`config.mk`:
```
export PLATFORM = sky130hd
export DESIGN_NAME = i2c_addr_match
export DESIGN_NICKNAME = d
export VERILOG_FILES = /design/src/rtl/i2c_am_pkg.sv /design/src/rtl/own_addr_reg.sv /design/src/rtl/first_byte_gate.sv /design/src/rtl/addr_compare.sv /design/src/rtl/i2c_addr_match.sv
export SDC_FILE = /design/constraint.sdc
export NUM_CORES = 1
export LEC_CHECK = 0
export BUFFER_PORTS_ARGS = -buffer_cell sky130_fd_sc_hd__buf_2
export CORE_AREA = 5 5 44 46
export DETAILED_ROUTE_END_ITERATION = 10
export DIE_AREA = 0 0 49 51
export PLACE_DENSITY = 0.65
export SETUP_SLACK_MARGIN = 0.1
export SLEW_MARGIN = 40
export SYNTH_ARGS = -nofsm -noshare
export SYNTH_HDL_FRONTEND = slang
export SYNTH_SLANG_ARGS = --single-unit
```
`constraint.sdc`:
```
create_clock -name clk_i -period 0.92 [get_ports clk_i]
set_input_delay 0.046 -clock clk_i [delete_from_list [all_inputs] [get_ports clk_i]]
set_output_delay 0.046 -clock clk_i [all_outputs]
set_load 0.01 [all_outputs]
```
`src/rtl/i2c_am_pkg.sv`:
```
package i2c_am_pkg;
  localparam int unsigned ADDR_W_DEF = 7;
  localparam int unsigned REG_W_DEF  = ADDR_W_DEF + 1;
endpackage

```
`src/rtl/own_addr_reg.sv`:
```
module own_addr_reg #(
  parameter int unsigned REG_W = i2c_am_pkg::REG_W_DEF
) (
  input  logic             clk_i,
  input  logic             rst_ni,
  input  logic             we_i,
  input  logic [REG_W-1:0] wdata_i,
  input  logic             stop_i,
  output logic [REG_W-1:0] q_o
);
  logic [REG_W-1:0] q;

  always_ff @(posedge clk_i or negedge rst_ni) begin
    if (!rst_ni)     q <= '0;
    else if (we_i)   q <= wdata_i;          // write beats auto-clear
    else if (stop_i) q <= {q[REG_W-1:1], 1'b0};
  end

  assign q_o = q;


  wr_load_chk: assert property (@(posedge clk_i) disable iff (!rst_ni)
    we_i |=> q_o == $past(wdata_i));


  rw_clr_chk: assert property (@(posedge clk_i) disable iff (!rst_ni)
    (stop_i && !we_i) |=> (!q_o[0] && q_o[REG_W-1:1] == $past(q_o[REG_W-1:1])));
endmodule

```
`src/rtl/first_byte_gate.sv`:
```
module first_byte_gate (
  input  logic clk_i,
  input  logic rst_ni,
  input  logic start_i,
  input  logic stop_i,
  input  logic byte_vld_i,
  output logic first_hit_o
);
  logic armed_q;

  always_ff @(posedge clk_i or negedge rst_ni) begin
    if (!rst_ni)          armed_q <= 1'b0;
    else if (start_i)     armed_q <= 1'b1;
    else if (stop_i)      armed_q <= 1'b0;
    else if (byte_vld_i)  armed_q <= 1'b0;
  end

  assign first_hit_o = armed_q && byte_vld_i && !start_i && !stop_i;


  single_hit_chk: assert property (@(posedge clk_i) disable iff (!rst_ni)
    (first_hit_o && !start_i) |=> !first_hit_o);
endmodule

```
`src/rtl/addr_compare.sv`:
```
module addr_compare #(
  parameter int unsigned REG_W = i2c_am_pkg::REG_W_DEF
) (
  input  logic [REG_W-1:0] own_i,
  input  logic [REG_W-1:0] rx_i,
  input  logic             mode_10b_i,
  output logic             eq_o
);
  logic [REG_W-1:0] bit_eq;

  for (genvar i = 0; i < REG_W; i++) begin : g_bit
    assign bit_eq[i] = ~(own_i[i] ^ rx_i[i]);
  end

  // rw bit only counts in 10-bit mode
  assign eq_o = (&bit_eq[REG_W-1:1]) && (bit_eq[0] || !mode_10b_i);
endmodule

```
`src/rtl/i2c_addr_match.sv`:
```
module i2c_addr_match #(
  parameter int unsigned ADDR_W = i2c_am_pkg::ADDR_W_DEF,
  localparam int unsigned REG_W = ADDR_W + 1
) (
  input  logic             clk_i,
  input  logic             rst_ni,
  input  logic             start_i,
  input  logic             stop_i,
  input  logic             byte_vld_i,
  input  logic [REG_W-1:0] byte_i,
  input  logic             mode_10b_i,
  input  logic             cpu_we_i,
  input  logic [REG_W-1:0] cpu_wdata_i,
  output logic [REG_W-1:0] own_addr_o,
  output logic             match_o
);
  logic [REG_W-1:0] own_q;
  logic             first_hit;
  logic             eq;
  logic             match_q;

  own_addr_reg #(.REG_W(REG_W)) u_reg (
    .clk_i, .rst_ni,
    .we_i(cpu_we_i), .wdata_i(cpu_wdata_i), .stop_i,
    .q_o(own_q)
  );

  first_byte_gate u_gate (
    .clk_i, .rst_ni, .start_i, .stop_i, .byte_vld_i,
    .first_hit_o(first_hit)
  );

  addr_compare #(.REG_W(REG_W)) u_cmp (
    .own_i(own_q), .rx_i(byte_i), .mode_10b_i,
    .eq_o(eq)
  );

  always_ff @(posedge clk_i or negedge rst_ni) begin
    if (!rst_ni)                 match_q <= 1'b0;
    else if (start_i || stop_i)  match_q <= 1'b0;
    else if (first_hit)          match_q <= eq;
  end

  assign match_o    = match_q;
  assign own_addr_o = own_q;


  clear_chk: assert property (@(posedge clk_i) disable iff (!rst_ni)
    (start_i || stop_i) |=> !match_o);


  hold_chk: assert property (@(posedge clk_i) disable iff (!rst_ni)
    (!first_hit && !start_i && !stop_i) |=> $stable(match_o));


  rise_src_chk: assert property (@(posedge clk_i) disable iff (!rst_ni)
    $rose(match_o) |-> $past(first_hit));
endmodule

```
Yosys cells after proc, flatten, opt, wreduce, memory -nomap -nowiden

Cells that the tools add are included.

Bits in registers: 10
Output and inout bits: 9

Muxes and demuxes: 7
Bitwise logic cells: 16
Reduce and logical (&&, ||, !) cells: 13

Operators by type and width:

| operator          | number |
|---|---|
| $mux 8            | 1 |
| $not 1->1         | 8 |
| $xor 1x1->1       | 8 |
| $reduce_and 7->1  | 1 |
| $mux 1            | 6 |
| $logic_and 1x1->1 | 4 |
| $reduce_bool 2->1 | 2 |
| $logic_not 1->1   | 3 |
| $reduce_bool 3->1 | 1 |
| $logic_or 1x1->1  | 2 |

Logic depth before layout (Yosys ltp)

Gate-level depths: netlist of run 1.

Depth after elaboration: 6
Depth in mapped cells: 3

Cells and area by module

A second synthesis of run 1 with hierarchy kept.

Cell total of the unflattened synthesis: 36
Area, all modules: 519.2 µm²

Modules (own cells, without submodules):

| module          | times used | cells an instance | area each (µm²) |
|---|---|---|---|
| own_addr_reg    | 1          | 18                | 329.1 |
| addr_compare    | 1          | 11                | 93.8 |
| first_byte_gate | 1          | 4                 | 51.3 |
| i2c_addr_match  | 1          | 3                 | 45.0 |

Worst setup path after synthesis of run 1

No wires, ideal clock.

Path type: flip-flop to flip-flop
Start: reg u_reg.q[0] (netlist: u_reg.q_o[0])
End: reg match_q (netlist: match_o)
Arrival: 0.896 ns
Required time: 0.825 ns
Slack: -0.071 ns
Cell stages (with the launch flop): 4
Path buffers: 0
Clock period less this slack: 0.991 ns
Cell sequence: dfrtp_1 xor2_1 and2_0 o31ai_1

Cells in the longest elaborated chain, start to end: 6

RTL lines:

| what                     | RTL line             | source |
|---|---|---|
| start: declaration       | own_addr_reg.sv:11   | `logic [REG_W-1:0] q;` |
| start signal: assignment | own_addr_reg.sv:15   | `else if (we_i) q <= wdata_i;` |
| start signal: assignment | own_addr_reg.sv:16   | `else if (stop_i) q <= {q[REG_W-1:1], 1'b0};` |
| $xor 1x1->1              | addr_compare.sv:12   | `assign bit_eq[i] = ~(own_i[i] ^ rx_i[i]);` |
| $not 1->1                | addr_compare.sv:12   |  |
| $logic_or 1x1->1         | addr_compare.sv:16   | `assign eq_o = (&bit_eq[REG_W-1:1]) && (bit_eq[0] \|\| !mode_10b_i);` |
| $logic_and 1x1->1        | addr_compare.sv:16   |  |
| $mux 1                   | i2c_addr_match.sv:41 | `else if (first_hit) match_q <= eq;` |
| $mux 1                   | i2c_addr_match.sv:40 | `else if (start_i \|\| stop_i) match_q <= 1'b0;` |
| end signal: assignment   | i2c_addr_match.sv:41 |  |
| end: declaration         | i2c_addr_match.sv:20 | `logic match_q;` |

Every way passes these cells. The select of a mux whose other input is x is not followed.
A chain may end at the register's enable or synchronous reset.

Final worst setup path of run 1

Ends and elaborated chain as after synthesis.

==> results_dict.tcl, run 1 <==
set metrics [dict create \
    antenna_left 0 \
    initial_utilization 0.327 \
    slew_violations 0 \
    layout-drive-gt1-share 0.630 \
    rsz0062_at_grt "true" \
    clock_sinks 10 \
    hp-class "in -> reg" \
    synthesis.nets 61 \
    finalNetCount 105 \
    ys_ff_latch 10 \
    slew_headroom 0.849 \
    num_vias 460 \
    synth.area.top_cells "dfrtp_1 (52%), mux2_2 (16%), xnor2_1 (13%)" \
    cts_tree "done" \
    core.rowCount 14 \
    dr.pass1.iters 1 \
    mappedNetlistArea_um2 482 \
    first_global_vias 511 \
    postCtsSetupBuffers 0 \
    crit_type "reg -> reg" \
    setup_viol_count_final 8 \
    power-per-cell-area_nw_per_um2 1470 \
    boundaryPins 32 \
    grt_remaining_overflow 0 \
    finClkSkew_ns 0.00157 \
    fillers 139 \
    cp.required_ns 1.09 \
    mostFrequentLayoutCells "buf_2 (24), buf_6 (14), dfrtp_1 (10)" \
    via_per_inst 4.74 \
    port_buffers 31 \
    critPathMaxFanout 2 \
    synth.distinct_cells 15 \
    clkLatencyLatePin_ns 0.26 \
    fin_crit_sh 1.10 \
    fin_tns_setup_ns -0.231 \
    drtIter0Drc 0 \
    antenna_found_initial 0 \
    syn_to_final_growth_pct 74.0 \
    grt_max_degree 11 \
    n_antenna_cell 0 \
    clkTransAtPathRegs_ns 0.07 \
    yosysWarnings 0 \
    hold_viol 0 \
    p_leak_nw 0.406 \
    wirelength_um 1250 \
    fin_area_um2 838 \
    die_y_um 51 \
    layout_commonest_cell "buf_2" \
    grt_usage 0.106 \
    tightest_slew_ns 0.226 \
    place.detailed.hpwl_um 985 \
    min_period_ns 1.01 \
    critPathArrivalTime_ns 1.19 \
    drv_cap 0 \
    grt_pass1_wl_um 1990 \
    violations "setup timing" \
    synth_top_area_frac 0.519 \
    synth_top_cell_by_area "dfrtp_1" \
    postSynthAreaPerCell_um2 12.7 \
    fmax_mhz 986 \
    routabilityCongestion 0.709 \
    cp-start-kind "flop" \
    postSynthCellCount 38 \
    drcViolationCount 0 \
    max-vdd-ir-drop_uv 814 \
    wl_per_cell_um 12.8 \
    setup_ws_ns -0.0944 \
    dieArea_um2 2500 \
    h-tree-depth 1 \
    numCtsBuffers 3 \
    dpl_cell_area_um2 712 \
    status "finished with violations" \
    fp.coreArea_um2 1470 \
    seq_area_frac_synth 0.519 \
    die_w_um 49 \
    ctsLongestPathBuffers 2 \
    root_buffer "clkbuf_4" \
    endpoint_kind "flop" \
]
[worst max-delay path, cell delays in order, from the launching register on]
cell and delay (ns):
dfrtp_1 0.40, xor2_1 0.17, and2_1 0.14, o31ai_1 0.22
[kinds of logic (layout without fill, tap and decap cells)]
| group | after synthesis | count (layout) | synth area share |
|---|---|---|---|
| AOI/OAI and AO/OA | 2 | 2 | 0.0338 |
| muxes | 7 | 7 | 0.164 |
| xor gates and xnor gates | 8 | 8 | 0.145 |
| DFF | 10 | 10 | 0.519 |
| buffers and inverters | 1 | 44 | 0.0104 |
| and+or+nand+nor | 10 | 10 | 0.127 |
[path summary, 6_finish.rpt]
path,from,endpoint,slack [ns],cells after the start
worst max-delay path,u_reg.q_o[0],match_o,-0.09,3
worst min-delay path,cpu_wdata_i[1],u_reg.q_o[1],0.01,2
worst max register to register,u_reg.q_o[0],match_o,-0.09,3
worst min register to register,match_o,match_o,0.50,2
max in group asynchronous,rst_ni,u_reg.q_o[7],0.57,2
min in group asynchronous,rst_ni,u_reg.q_o[4],0.16,2
[cell usage after synthesis (all sizes together)]
| cell type | count |
|---|---|
| buf | 1 |
| nor3b | 1 |
| xnor2 | 7 |
| nor2 | 2 |
| nand4 | 2 |
| nand2 | 1 |
| dfrtp | 10 |
| nand3 | 1 |
| a22o | 1 |
| xor2 | 1 |
| o31ai | 1 |
| mux2 | 7 |
| and2 | 1 |
| and4bb | 1 |
| or2 | 1 |
[repair_timing]
action / 4_1_cts / 5_1_grt
hold endpoints to repair: 11 / 0
setup endpoints to repair: 17 / 18
hold buffers: 2 / 0
pin swaps: 1 / 3
resized for setup: 13 / 2
[per-stage QoR]
stage | power [W] | util | setup slack [ns] | std cells | hold WS (ns)
floorplan | 0.000630 | - | -0.0379 | 38 | -0.250
global placement | 0.000778 | 0.484 | -0.0283 | 91 | -0.0789
detailed placement | 0.000782 | 0.484 | -0.0464 | 91 | -0.0797
CTS | 0.00125 | 0.567 | -0.0630 | 97 | 0.00197
global route | 0.00131 | 0.570 | -0.138 | 97 | 0.00612
finish | 0.00123 | 0.570 | -0.0944 | 97 | 0.0106
[per-layer routing]
layer	global-route usage	vias to the layer above	part of all wire
li1	-	222	-
met1	0.0958	220	0.38
met2	0.193	16	0.53
met3	0.0349	2	0.078
met4	0.0807	0	0.015
met5	0	-	0
[registers in the layout, indices dropped and copies added, names as in the netlist]
register        flops
match_o             1
u_gate.armed_q      1
u_reg.q_o           8
[final cells by class]
type,count,area [um2],share of cell area
multi-input cells,27,234,0.279
well taps,16,20.0,0.0239
flip-flops and latches,10,250,0.299
clock buffers,4,36.3,0.0433
repair buffers,40,298,0.355
[power by group]
| group | total [W] | internal (W) | switching, W | leakage (nW) |
|---|---|---|---|---|
| sequential | 0.000508 | 0.000477 | 0.0000314 | 0.120 |
| clock | 0.000391 | 0.000240 | 0.000151 | 0.0210 |
| combinational | 0.000335 | 0.000221 | 0.000114 | 0.265 |
Note: power is estimated with default switching activity, not from simulation.
==> run 2: changes to the inputs <==
--- a/config.mk
+++ b/config.mk
@@ -6,10 +6,12 @@
 export NUM_CORES = 1
 export LEC_CHECK = 0
 export BUFFER_PORTS_ARGS = -buffer_cell sky130_fd_sc_hd__buf_2
-export CORE_AREA = 5 5 44 46
+export CELL_PAD_IN_SITES_DETAIL_PLACEMENT = 0
+export CELL_PAD_IN_SITES_GLOBAL_PLACEMENT = 1
+export CORE_AREA = 5 5 50 52
 export DETAILED_ROUTE_END_ITERATION = 10
-export DIE_AREA = 0 0 49 51
-export PLACE_DENSITY = 0.65
+export DIE_AREA = 0 0 55 57
+export PLACE_DENSITY = 0.66
 export SETUP_SLACK_MARGIN = 0.1
 export SLEW_MARGIN = 40
 export SYNTH_ARGS = -nofsm -noshare
==> results_dict.tcl, run 2 (same netlist as run 1, synthesis figures left out) <==
set metrics [dict create \
    fmax_mhz 1010 \
    crit_type "reg -> reg" \
    finalNetCount 107 \
    slew_headroom 0.834 \
    rsz0062_at_grt "true" \
    setup_viol_count_final 10 \
    fp.coreArea_um2 2060 \
    met2_length_um 670 \
    die_w_um 55 \
    min_path_cells 2 \
    fin_crit_sh 1.08 \
    boundaryPins 32 \
    hp-class "in -> reg" \
    die_y_um 57 \
    p_leak_nw 0.424 \
    cpLargestDelayFamily "flip-flops" \
    place.detailed.hpwl_um 1040 \
    wl_met3_um 152 \
    dp_cells 105 \
    tightest_slew_ns 0.250 \
    num_vias 464 \
    path_buf_inv 0 \
    cp.depth 3 \
    slew_violations 0 \
    cp_slowest_stage_delay_ns 0.43 \
    wirelength_um 1390 \
    routabilityCongestion 0.677 \
    fin_tns_setup_ns -0.353 \
    top_layer "met4" \
    clkTransAtPathRegs_ns 0.06 \
    mostFrequentLayoutCells "buf_2 (22), buf_6 (16), dfrtp_1 (10)" \
    max-vdd-ir-drop_uv 760 \
    route.layer.met1.wl_um 555 \
    layout_commonest_cell "buf_2" \
    clkLatencyLatePin_ns 0.26 \
    ctsLongestPathBuffers 2 \
    numCtsBuffers 3 \
    instances_no_fill 110 \
    via_per_inst 4.22 \
    dr.pass1.iters 4 \
    cp.required_ns 1.10 \
    port_buffers 31 \
    root_buffer "clkbuf_4" \
    endpoint_kind "flop" \
    setup_ws_ns -0.0745 \
    post-route-util 0.426 \
    min_period_ns 0.995 \
    hold_viol 0 \
    clock_sinks 10 \
    initial_utilization 0.233 \
    wl_per_cell_um 12.6 \
    cp_slowest_cell "dfrtp_1" \
    grt_remaining_overflow 0 \
    grt_usage 0.0993 \
    drcViolationCount 0 \
    core.rowCount 17 \
    violations "setup timing" \
    syn_to_final_growth_pct 82.6 \
    dieArea_um2 3140 \
    h-tree-depth 1 \
    antenna_found_initial 0 \
    grt_max_degree 11 \
    first_global_vias 543 \
    reg2reg_depth 3 \
    drtIter0Drc 1 \
    antenna_left 0 \
    status "finished with violations" \
    critPathMaxFanout 2 \
    place_worst_setup_slack_ns -0.0763 \
    finClkSkew_ns 0.000240 \
    layout-drive-gt1-share 0.671 \
    grt_pass1_wl_um 2210 \
    n_antenna_cell 0 \
    critPathArrivalTime_ns 1.17 \
    largest_reg_flops 8 \
    drv_cap 0 \
    cts_tree "done" \
    cp-start-kind "flop" \
    power-per-cell-area_nw_per_um2 1330 \
    crit_chain "xnor2_2 > nand4_1 > o31ai_1" \
]
-- run 2: area by class of cell --
type | instances | area [um2]
Clock buffer | 3 | 22.5
Sequential cell | 10 | 250
Tap cell | 28 | 35.0
Timing Repair Buffer | 42 | 323
Multi-Input combinational cell | 27 | 249
Fill cell | 219 | 1180
-- run 2: repair_timing --
action / 4_1_cts / 5_1_grt
endpoints found under the hold margin: 10 / 0
endpoints found under the setup margin: 18 / 19
pin swaps: 1 / 2
buffers inserted: 1 / 0
hold buffers: 1 / 0
resized for setup: 14 / 5
-- run 2: metrics by stage --
step	hold WS, ns	cell area [um2]	power [W]
floorplan	-0.250	489	0.000630
global placement	-0.0752	742	0.000790
detailed placement	-0.0750	742	0.000794
CTS	0.000687	848	0.00117
global route	0.00213	880	0.00124
finish	0.00835	880	0.00117
-- run 2: worst reg2reg max path, stage by stage (launching register included) --
cell and delay [ns]:
dfrtp_1 0.43, xnor2_2 0.15, nand4_1 0.10, o31ai_1 0.22
-- run 2: power breakdown --
part	switching, W	leakage [nW]	internal [W]	total, W
registers	0.0000350	0.120	0.000477	0.000512
clock network	0.000149	0.0138	0.000151	0.000300
logic	0.000121	0.290	0.000239	0.000360
-- run 2: worst paths after layout --
check                          startpoint      endpoint  slack [ns]
max                          u_reg.q_o[6]       match_o       -0.07
min                        cpu_wdata_i[3]  u_reg.q_o[3]       0.008
min in group asynchronous          rst_ni  u_reg.q_o[7]        0.17
max reg2reg                  u_reg.q_o[6]       match_o       -0.07
min reg2reg                u_gate.armed_q       match_o        0.57
max in group asynchronous          rst_ni  u_reg.q_o[0]        0.55
-- run 2: metal layers --
| metal | vias up | track usage |
|---|---|---|
| met4 | 0 | 0.0521 |
| met5 | - | 0 |
| li1 | 221 | - |
| met1 | 216 | 0.117 |
| met2 | 25 | 0.152 |
| met3 | 2 | 0.0392 |
